[src/rtl/scd_pkg.sv]
// Package: shared widths and types of the serial servo command decoder.
// Assumes an 8-bit command split into a 4-bit address and a 4-bit payload.
package scd_pkg;
    localparam int CMD_W   = 8;
    localparam int FIELD_W = CMD_W / 2;

    // What the shared sense line carries
    typedef enum logic [2:0] {
        SNS_FZC  = 3'd0,
        SNS_DFCT = 3'd1,
        SNS_TZC  = 3'd2,
        SNS_LOW  = 3'd3,
        SNS_HIZ  = 3'd4
    } sns_sel_e;

    // Two-bit actuator mode shared by tracking and sled fields
    typedef enum logic [1:0] {
        MODE_OFF   = 2'b00,
        MODE_SERVO = 2'b01,
        MODE_FWD   = 2'b10,
        MODE_REV   = 2'b11
    } act_mode_e;

    typedef struct packed {
        logic loop_on;
        logic dfct_dis;
        logic srch_on;
        logic srch_up;
    } focus_reg_t;

    typedef struct packed {
        logic       gain_hi;
        logic       brake;
        logic [1:0] kick;
    } trk_reg_t;

    typedef struct packed {
        act_mode_e trk;
        act_mode_e sled;
    } mode_reg_t;
endpackage

[src/rtl/scd_sync.sv]
// Module: scd_sync
// Brings one asynchronous input into the clk domain through a flop chain.
// Assumes STAGES >= 2; RST_VAL is the idle level of the input.
module scd_sync #(
    parameter int   STAGES  = 2,
    parameter logic RST_VAL = 1'b0
) (
    input  logic clk,
    input  logic rst_n,
    input  logic d,
    output logic q
);
    logic [STAGES-1:0] chain;

    // Shift the input through the synchronizer chain
    always_ff @(posedge clk) begin
        if (!rst_n) chain <= {STAGES{RST_VAL}};
        else        chain <= {chain[STAGES-2:0], d};
    end

    assign q = chain[STAGES-1];
endmodule

[src/rtl/scd_shift_rx.sv]
// Module: scd_shift_rx
// Oversamples the serial port, shifts data in LSB first on each rising
// shift-clock edge and emits a one-cycle command strobe on the latch rise.
// Assumes each serial phase lasts several clk periods.
module scd_shift_rx
    import scd_pkg::*;
#(
    parameter int SYNC_STAGES = 2
) (
    input  logic             clk,
    input  logic             rst_n,
    input  logic             ser_clk,
    input  logic             ser_data,
    input  logic             ser_latch_n,
    output logic             cmd_vld,
    output logic [CMD_W-1:0] cmd_byte
);
    logic sclk_s, sdat_s, slat_s;
    logic sclk_d, slat_d;
    logic sclk_rise, slat_rise;
    logic [CMD_W-1:0] shreg;

    scd_sync #(.STAGES(SYNC_STAGES), .RST_VAL(1'b0)) u_sync_clk (
        .clk(clk), .rst_n(rst_n), .d(ser_clk), .q(sclk_s));
    scd_sync #(.STAGES(SYNC_STAGES), .RST_VAL(1'b0)) u_sync_dat (
        .clk(clk), .rst_n(rst_n), .d(ser_data), .q(sdat_s));
    scd_sync #(.STAGES(SYNC_STAGES), .RST_VAL(1'b1)) u_sync_lat (
        .clk(clk), .rst_n(rst_n), .d(ser_latch_n), .q(slat_s));

    // Remember previous synchronized levels for edge detection
    always_ff @(posedge clk) begin
        if (!rst_n) begin
            sclk_d <= 1'b0;
            slat_d <= 1'b1;
        end else begin
            sclk_d <= sclk_s;
            slat_d <= slat_s;
        end
    end

    assign sclk_rise = sclk_s & ~sclk_d;
    assign slat_rise = slat_s & ~slat_d;

    // Shift data in on shift-clock rise; first bit ends in position 0
    always_ff @(posedge clk) begin
        if (!rst_n)         shreg <= '0;
        else if (sclk_rise) shreg <= {sdat_s, shreg[CMD_W-1:1]};
    end

    // Present the assembled byte for one cycle on latch rise
    always_ff @(posedge clk) begin
        if (!rst_n) begin
            cmd_vld  <= 1'b0;
            cmd_byte <= '0;
        end else begin
            cmd_vld <= slat_rise;
            if (slat_rise) cmd_byte <= shreg;
        end
    end
endmodule

[src/rtl/scd_regfile.sv]
// Module: scd_regfile
// Holds the three control nibbles and the sense selection, written by a
// decoded command. Addresses 3 and above write no control register.
module scd_regfile
    import scd_pkg::*;
(
    input  logic             clk,
    input  logic             rst_n,
    input  logic             cmd_vld,
    input  logic [CMD_W-1:0] cmd_byte,
    output focus_reg_t       focus_q,
    output trk_reg_t         trk_q,
    output mode_reg_t        mode_q,
    output sns_sel_e         sel_q
);
    logic [FIELD_W-1:0] addr;
    logic [FIELD_W-1:0] payload;

    assign addr    = cmd_byte[CMD_W-1:FIELD_W];
    assign payload = cmd_byte[FIELD_W-1:0];

    // Write the addressed control register
    always_ff @(posedge clk) begin
        if (!rst_n) begin
            focus_q <= '0;
            trk_q   <= '0;
            mode_q  <= '{trk: MODE_OFF, sled: MODE_OFF};
        end else if (cmd_vld) begin
            case (addr)
                FIELD_W'(0): focus_q <= focus_reg_t'(payload);
                FIELD_W'(1): trk_q   <= trk_reg_t'(payload);
                FIELD_W'(2): mode_q  <= mode_reg_t'(payload);
                default: ;
            endcase
        end
    end

    // Track the sense selection from every latched address
    always_ff @(posedge clk) begin
        if (!rst_n) begin
            sel_q <= SNS_HIZ;
        end else if (cmd_vld) begin
            case (addr)
                FIELD_W'(0): sel_q <= SNS_FZC;
                FIELD_W'(1): sel_q <= SNS_DFCT;
                FIELD_W'(2): sel_q <= SNS_TZC;
                FIELD_W'(3): sel_q <= SNS_LOW;
                default:     sel_q <= SNS_HIZ;
            endcase
        end
    end
endmodule

[src/rtl/scd_switch_dec.sv]
// Module: scd_switch_dec
// Turns the stored control fields into switch enables and routes the
// selected status input to the sense line. Purely combinational.
module scd_switch_dec
    import scd_pkg::*;
(
    input  focus_reg_t focus_q,
    input  trk_reg_t   trk_q,
    input  mode_reg_t  mode_q,
    input  sns_sel_e   sel_q,
    input  logic       fzc_in,
    input  logic       dfct_in,
    input  logic       tzc_in,
    output logic       focus_on,
    output logic       dfct_en,
    output logic       srch_on,
    output logic       srch_up,
    output logic       gain_hi,
    output logic       brake_on,
    output logic [1:0] kick_code,
    output logic [2:0] trk_sw,
    output logic [2:0] sled_sw,
    output logic       sense_out,
    output logic       sense_oe
);
    // Map focus and tracking-control fields onto their switches
    always_comb begin
        focus_on  = focus_q.loop_on;
        dfct_en   = ~focus_q.dfct_dis;
        srch_on   = focus_q.srch_on;
        srch_up   = focus_q.srch_up;
        gain_hi   = trk_q.gain_hi;
        brake_on  = trk_q.brake;
        kick_code = trk_q.kick;
    end

    // Decode each two-bit mode into servo / forward / reverse enables
    for (genvar g = 0; g < 2; g++) begin : g_mode
        act_mode_e  m;
        logic [2:0] sw;
        assign m = (g == 0) ? mode_q.trk : mode_q.sled;
        always_comb begin
            sw[0] = (m == MODE_SERVO);
            sw[1] = (m == MODE_FWD);
            sw[2] = (m == MODE_REV);
        end
        if (g == 0) begin : g_trk
            assign trk_sw = sw;
        end else begin : g_sled
            assign sled_sw = sw;
        end
    end

    // Route the chosen status onto the sense line
    always_comb begin
        sense_oe  = 1'b1;
        sense_out = 1'b0;
        case (sel_q)
            SNS_FZC:  sense_out = fzc_in;
            SNS_DFCT: sense_out = dfct_in;
            SNS_TZC:  sense_out = tzc_in;
            SNS_LOW:  sense_out = 1'b0;
            default:  sense_oe  = 1'b0;
        endcase
    end
endmodule

[src/rtl/servo_cmd_decoder.sv]
// Module: servo_cmd_decoder
// Top of the serial servo command decoder: serial receiver, register file
// and switch decoder. Assumes clk runs at several times the shift clock.
module servo_cmd_decoder
    import scd_pkg::*;
#(
    parameter int SYNC_STAGES = 2
) (
    input  logic       clk,
    input  logic       rst_n,
    input  logic       ser_clk,
    input  logic       ser_data,
    input  logic       ser_latch_n,
    input  logic       fzc_in,
    input  logic       dfct_in,
    input  logic       tzc_in,
    output logic       focus_on,
    output logic       dfct_en,
    output logic       srch_on,
    output logic       srch_up,
    output logic       gain_hi,
    output logic       brake_on,
    output logic [1:0] kick_code,
    output logic       trk_servo,
    output logic       jump_fwd,
    output logic       jump_rev,
    output logic       sled_servo,
    output logic       sled_fwd,
    output logic       sled_rev,
    output logic       sense_out,
    output logic       sense_oe
);
    logic             cmd_vld;
    logic [CMD_W-1:0] cmd_byte;
    focus_reg_t       focus_q;
    trk_reg_t         trk_q;
    mode_reg_t        mode_q;
    sns_sel_e         sel_q;
    logic [2:0]       trk_sw;
    logic [2:0]       sled_sw;

    scd_shift_rx #(.SYNC_STAGES(SYNC_STAGES)) u_rx (
        .clk(clk), .rst_n(rst_n),
        .ser_clk(ser_clk), .ser_data(ser_data), .ser_latch_n(ser_latch_n),
        .cmd_vld(cmd_vld), .cmd_byte(cmd_byte));

    scd_regfile u_regs (
        .clk(clk), .rst_n(rst_n),
        .cmd_vld(cmd_vld), .cmd_byte(cmd_byte),
        .focus_q(focus_q), .trk_q(trk_q), .mode_q(mode_q), .sel_q(sel_q));

    scd_switch_dec u_dec (
        .focus_q(focus_q), .trk_q(trk_q), .mode_q(mode_q), .sel_q(sel_q),
        .fzc_in(fzc_in), .dfct_in(dfct_in), .tzc_in(tzc_in),
        .focus_on(focus_on), .dfct_en(dfct_en), .srch_on(srch_on),
        .srch_up(srch_up), .gain_hi(gain_hi), .brake_on(brake_on),
        .kick_code(kick_code), .trk_sw(trk_sw), .sled_sw(sled_sw),
        .sense_out(sense_out), .sense_oe(sense_oe));

    assign trk_servo  = trk_sw[0];
    assign jump_fwd   = trk_sw[1];
    assign jump_rev   = trk_sw[2];
    assign sled_servo = sled_sw[0];
    assign sled_fwd   = sled_sw[1];
    assign sled_rev   = sled_sw[2];
endmodule

[config.mk]
export PLATFORM = sky130hd
export DESIGN_NAME = servo_cmd_decoder
export DESIGN_NICKNAME = d
export VERILOG_FILES = /design/src/rtl/scd_pkg.sv /design/src/rtl/scd_sync.sv /design/src/rtl/scd_shift_rx.sv /design/src/rtl/scd_regfile.sv /design/src/rtl/scd_switch_dec.sv /design/src/rtl/servo_cmd_decoder.sv
export SDC_FILE = /design/constraint.sdc
export NUM_CORES = 1
export LEC_CHECK = 0
export CAP_MARGIN = 20
export CORE_MARGIN = 4
export CORE_UTILIZATION = 50
export DETAILED_ROUTE_END_ITERATION = 12
export PLACE_DENSITY = 0.74
export SETUP_SLACK_MARGIN = 0.05
export SYNTH_ARGS = -nofsm -noshare
export SYNTH_HDL_FRONTEND = slang
export SYNTH_SLANG_ARGS = --single-unit
[constraint.sdc]
create_clock -name clk -period 2.8 [get_ports clk]
set_clock_uncertainty 0.15 [all_clocks]
set_input_delay 0.84 -clock clk [delete_from_list [all_inputs] [get_ports clk]]
set_output_delay 0.84 -clock clk [all_outputs]
set_load 0.02 [all_outputs]
# ---- Word-level counts from Yosys, hierarchy flattened
# Index checks and enable logic that the tools add are counted.
dict set report classes {
  n_eq_ne 12
  muxes 3
  bitwise_logic 5
  reduce_logical 6
}
# cell count
set ops {}
lappend ops {{case mux 3 bit (4 select lines)} 1}
lappend ops {{== test 2 bit, second input constant} 4}
lappend ops {{== test 4 x 2 -> 1 bit, second input constant} 2}
lappend ops {{== test 3 x 2 -> 1 bit, second input constant} 2}
lappend ops {{AND reduction 2 bit} 3}
lappend ops {{== test 2 x 1 -> 1 bit, second input constant} 2}
lappend ops {{== test 4 x 1 -> 1 bit, second input constant} 1}
lappend ops {{logical NOT 4 bit} 1}
lappend ops {{OR reduction 4 bit} 1}
lappend ops {{== test 3 x 1 -> 1 bit, second input constant} 1}
lappend ops {{logical NOT 3 bit} 1}
lappend ops {{inverter 1 bit} 3}
lappend ops {{case mux 1 bit (3 select lines)} 1}
lappend ops {{bitwise AND 1 bit} 2}
lappend ops {{two-way mux 1 bit} 1}
dict set report totals {
  output_inout_bits 16
  regBits 40
  input_bits 8
  word_cells 44
}

# ---- Logic depth before layout (Yosys ltp)
dict set report depth {
  word_depth 3
  ltp_mapped 4
  ltp_nobuf 3
}

# ---- Hierarchy
# From an unflattened synthesis, not the netlist that was laid out.
dict set report hier_totals {
  hier_cells 154
  area_unflattened_um2 1614.0
}
# mod n_inst seq_area_each_um2 area_per_inst_um2 cells_each
set modules_own_cells {}
lappend modules_own_cells {scd_shift_rx 1 380.4 694.4 64}
lappend modules_own_cells {scd_regfile 1 300.3 625.6 60}
lappend modules_own_cells {scd_sync 3 40.0 52.6 4}
lappend modules_own_cells {scd_switch_dec 1 0.0 136.4 18}

# ---- Worst setup path after synthesis
# No wires, ideal clock.
dict set report synth_timing {
  kind {input port to output port}
  from {in tzc_in}
  to {out sense_out}
  setup_slack_ps 482
  stages 3
  arrival_ps 1328
  n_path_buf 0
  t_required_ps 1810
  path_cell_list {mux2i_1 -> o21a_1 -> nor2_1}
}
dict set report synth_between {
  elab_chain_cells 1
}
# element line_no
set synth_lines {}
lappend synth_lines {{start, declared} servo_cmd_decoder.sv:16} ;# input logic tzc_in,
lappend synth_lines {{case mux 1 bit (3 select lines)} scd_switch_dec.sv:58} ;# case (sel_q)
lappend synth_lines {{end, declared} servo_cmd_decoder.sv:30} ;# output logic sense_out,
# No other way between the ends.

# ---- Worst setup path after layout
dict set report layout_timing {
  from {reg, netlist name u_regs.mode_q[1]}
  to {out sled_fwd}
}
dict set report layout_between {
  elab_chain_cells 1
}
# element line_no
set layout_lines {}
lappend layout_lines {{== test 2 bit} scd_switch_dec.sv:44} ;# sw[1] = (m == MODE_FWD);
lappend layout_lines {{end, declared} servo_cmd_decoder.sv:28} ;# output logic sled_fwd,
# No other way between the ends.

==> key figures <==
Drt
  • DRT Wirelength: between 2 and 3 mm
  • Drt first pass iters: 4
  • DR vias/cell: roughly 5.0
  • Post-route antenna net violation count: 0
  • Starting DRT DRC Count: 33
  • Drt wl/cell: about 12 um
  • Vias: a little over 1000
  • Remaining DRCs: 0

Critical path
  • CP startpoint kind: register
  • Critical Path RT: between 1.5 and 2 ns
  • Kind of critical path: register to output pin
  • Crit path DAT: between 1 and 1.5 ns
  • CP Capture Type: output pin
  • Crit Path Max Fanout: 4

Synth
  • Mapped Nets: roughly 160
  • Synth warnings: 0
  • Simple-gate share of the synthesized area: 0.243
  • Synthesized area: about 0.0015 mm2
  • Mux cell area share after synthesis: 0.138
  • Syn_area_per_cell: ~10 um2
  • Sequential fraction of the synthesis area: 0.526
  • Xor-xnor portion of the synthesized cell area: 0
  • #FFs+latches synth: 40
  • Largest family of logic cells by synthesized area: simple AND/OR/NAND/NOR gates
  • Compound-Gate Fraction of Synth Area: 0.0609
  • Cell count after synthesis: about 150
  • Distinct cell type count after synthesis: 22
  • Adder-Cell Fraction of Synth Area: 0

Cells and area
  • Sequential cell area: 801 um2
  • Share of layout cells above drive strength 1: 0.0621
  • # diodes: 0
  • Final non-filler cell total: 208
  • Multi-input gate area: about 670 um2
  • Fill count: 270
  • Synth-to-Final Area Change: 19.7%
  • Fin nets: 184

Global route
  • Overall global routing resource usage: 0.142
  • Global-route wire length before repair: roughly 4.5 mm
  • Overflow after GRT: 0
  • Vias in the first global route: roughly 1000
  • Initial antenna violation count: 0
  • Largest net degree at the start of global routing: between 40 and 50

Floorplanning
  • Core area: approximately 0.0028 mm2
  • DIE AREA: ~0.004 mm2
  • Die height: between 60 and 70 um
  • Die Wd: 63.2 um
  • Initial Util: 0.538
  • Ports: 24
  • Rows: 19

Pwr
  • Leak pwr: around 0.00071 uW
  • Combinational Power Share: 0.038
  • Flop pwr share: 0.638
  • Max VDD drop: 0.000359 V
  • Clock power frac: 0.323
  • Power per cell area: ~500 mW/mm2
  • NetSw: between 150 and 200 uW
  • Sw frac: 0.205
  • Int Power: 717 uW

Flow run
  • MaxCap Viol Count: 0

Placed design
  • Global placement routability congestion: 0.696
  • I/O Buffers: 23
  • HPWL Detailed: between 1.5 and 2 mm
  • Placed Cells incl. Taps: 200

Clock network
  • Root buffer cell: clkbuf_4
  • TritonCTS Buffers: 5
  • Total number of clock tree sinks: 40
  • CTS tree: yes
  • Clock latency on the worst-skew pair: about 0.33 ns
  • # H-tree levels: 2
  • Clk pin slew, worst setup/hold paths: approximately 0.11 ns
  • Maximum clock insertion buffer count: 2

STA
  • Slew @ Worst Pin: roughly 0.85 ns
  • RSZ-0062 raised after global routing: false
  • Pins Over Slew Limit: 0
  • Slew headroom: 0.429
  • Minimum clock period after layout: around 2.4 ns
  • Final Cycle Share: 0.874
  • Fmax: just over 400 MHz
  • Final Hold Fails: 0
  • Endpoints failing setup: 0
  • Setup TNS: 0 ns

Run status
  • Outcome: finished, final reports clean

Hold path
  • Worst hold-check path type: register to register
power groups by stage:
stage | sequential, uW | clock (uW) | combinational (uW)
3_3_place_gp | 589 | 0 | 34.8
5_1_grt | 577 | 333 | 37.9
6_report | 576 | 292 | 34.6
3_5_place_dp | 589 | 0 | 35.7
2_1_floorplan | 589 | 0 | 21.9
4_1_cts | 576 | 306 | 35.7
synthesized netlist by cell type:
cell	n	area, um2
nand2_1	32	120
nor2_4	1	11.3
nand3b_2	1	11.3
nand3_2	1	10.0
buf_2	2	10.0
and2_1	8	50.1
and4b_1	1	10.0
nand3b_1	1	7.51
dfxtp_1	40	801
a31oi_1	2	12.5
nand2b_1	4	25.0
buf_4	2	15.0
o21ai_0	1	5.00
nor2_1	1	3.75
clkbuf_1	4	15.0
a21boi_0	8	60.1
and2b_1	2	15.0
o21a_1	1	7.51
inv_1	2	7.51
nor2b_1	17	106
mux2i_1	21	210
o211ai_1	1	7.51
worst paths after layout:
check	start	end	slack, ns	cells past startpoint
hold / removal	u_rx.u_sync_lat.chain[0]	u_rx.u_sync_lat.chain[1]	0.27	1
hold reg to reg	u_rx.u_sync_lat.chain[0]	u_rx.u_sync_lat.chain[1]	0.27	1
setup reg to reg	u_rx.u_sync_clk.chain[1]	u_rx.shreg[5]	1.19	3
setup / recovery	u_regs.mode_q[1]	sled_fwd	0.35	2
state kept, by name, indices dropped and copies added, names as in the netlist, 2 cells and up:
register and cells:
u_rx.cmd_byte 8, u_rx.u_sync_lat.chain 2, u_regs.sel_q 3, u_rx.shreg 8, u_rx.u_sync_clk.chain 2, u_regs.focus_q 4, u_rx.u_sync_dat.chain 2, u_regs.trk_q 4
u_regs.mode_q 4
layer usage:
| layer | vias up | track usage | share of wire |
|---|---|---|---|
| met5 | - | 0 | 0 |
| met4 | 0 | 0.0661 | 0.015 |
| met3 | 5 | 0.0497 | 0.051 |
| met2 | 21 | 0.245 | 0.47 |
| met1 | 464 | 0.156 | 0.46 |
| li1 | 547 | - | - |
area by class of cell:
class | count | share of cell area
Multi-Input combinational cell | 103 | 0.370
Tap cell | 31 | 0.0213
Inverter | 2 | 0.00412
Sequential cell | 40 | 0.440
Timing Repair Buffer | 24 | 0.133
Clock buffer | 8 | 0.0323
what timing repair did:
| action | in CTS | in global routing |
|---|---|---|
| hold buffers | 0 | 0 |
| endpoints found under the setup margin | 1 | 1 |
| gates cloned | 0 | 0 |
| pin swaps | 0 | 2 |
| resized for setup | 5 | 3 |
| buffers inserted | 0 | 0 |
cells by family after synthesis:
logic type             after synthesis
AOI/OAI and AO/OA                   13
buffers and inverters               10
DFF                                 40
muxes                               21
and+or+nand+nor                     69
critical path: stages (launching register included):
cell and delay [ns]:
dfxtp_1 0.37, nor2b_1 0.14, clkdlybuf4s50_1 0.62
cell usage in the layout, fill, tap and decap left out, drive strengths merged:
cell type      Yosys  routed
dfxtp             40      40
nand2             32      32
mux2i             21      21
clkdlybuf4s50      0      19
nor2b             17      17
and2               8       8
a21boi             8       8
clkbuf             4       8
nand2b             4       4
dlymetal6s2s       0       3
inv                2       2
and2b              2       2
a31oi              2       2
buf                4       2
nand3b             2       2
nor2               2       2
o21a               1       1
o21ai              1       1
o211ai             1       1
nand3              1       1
and4b              1       1
through the flow:
step / worst slack (ns) / power [uW] / cell area [um2] / hold WS [ns] / utilization
floorplan: 0.482 / 611 / 1520 / 0.236 / -
global placement: -0.385 / 624 / 1760 / 0.239 / 0.621
detailed placement: -0.405 / 625 / 1760 / 0.247 / 0.621
CTS: 0.0519 / 918 / 1810 / 0.273 / 0.641
global route: 0.260 / 948 / 1820 / 0.287 / 0.644
finish: 0.352 / 903 / 1820 / 0.265 / 0.644
Power figures use the tool's default switching activity.
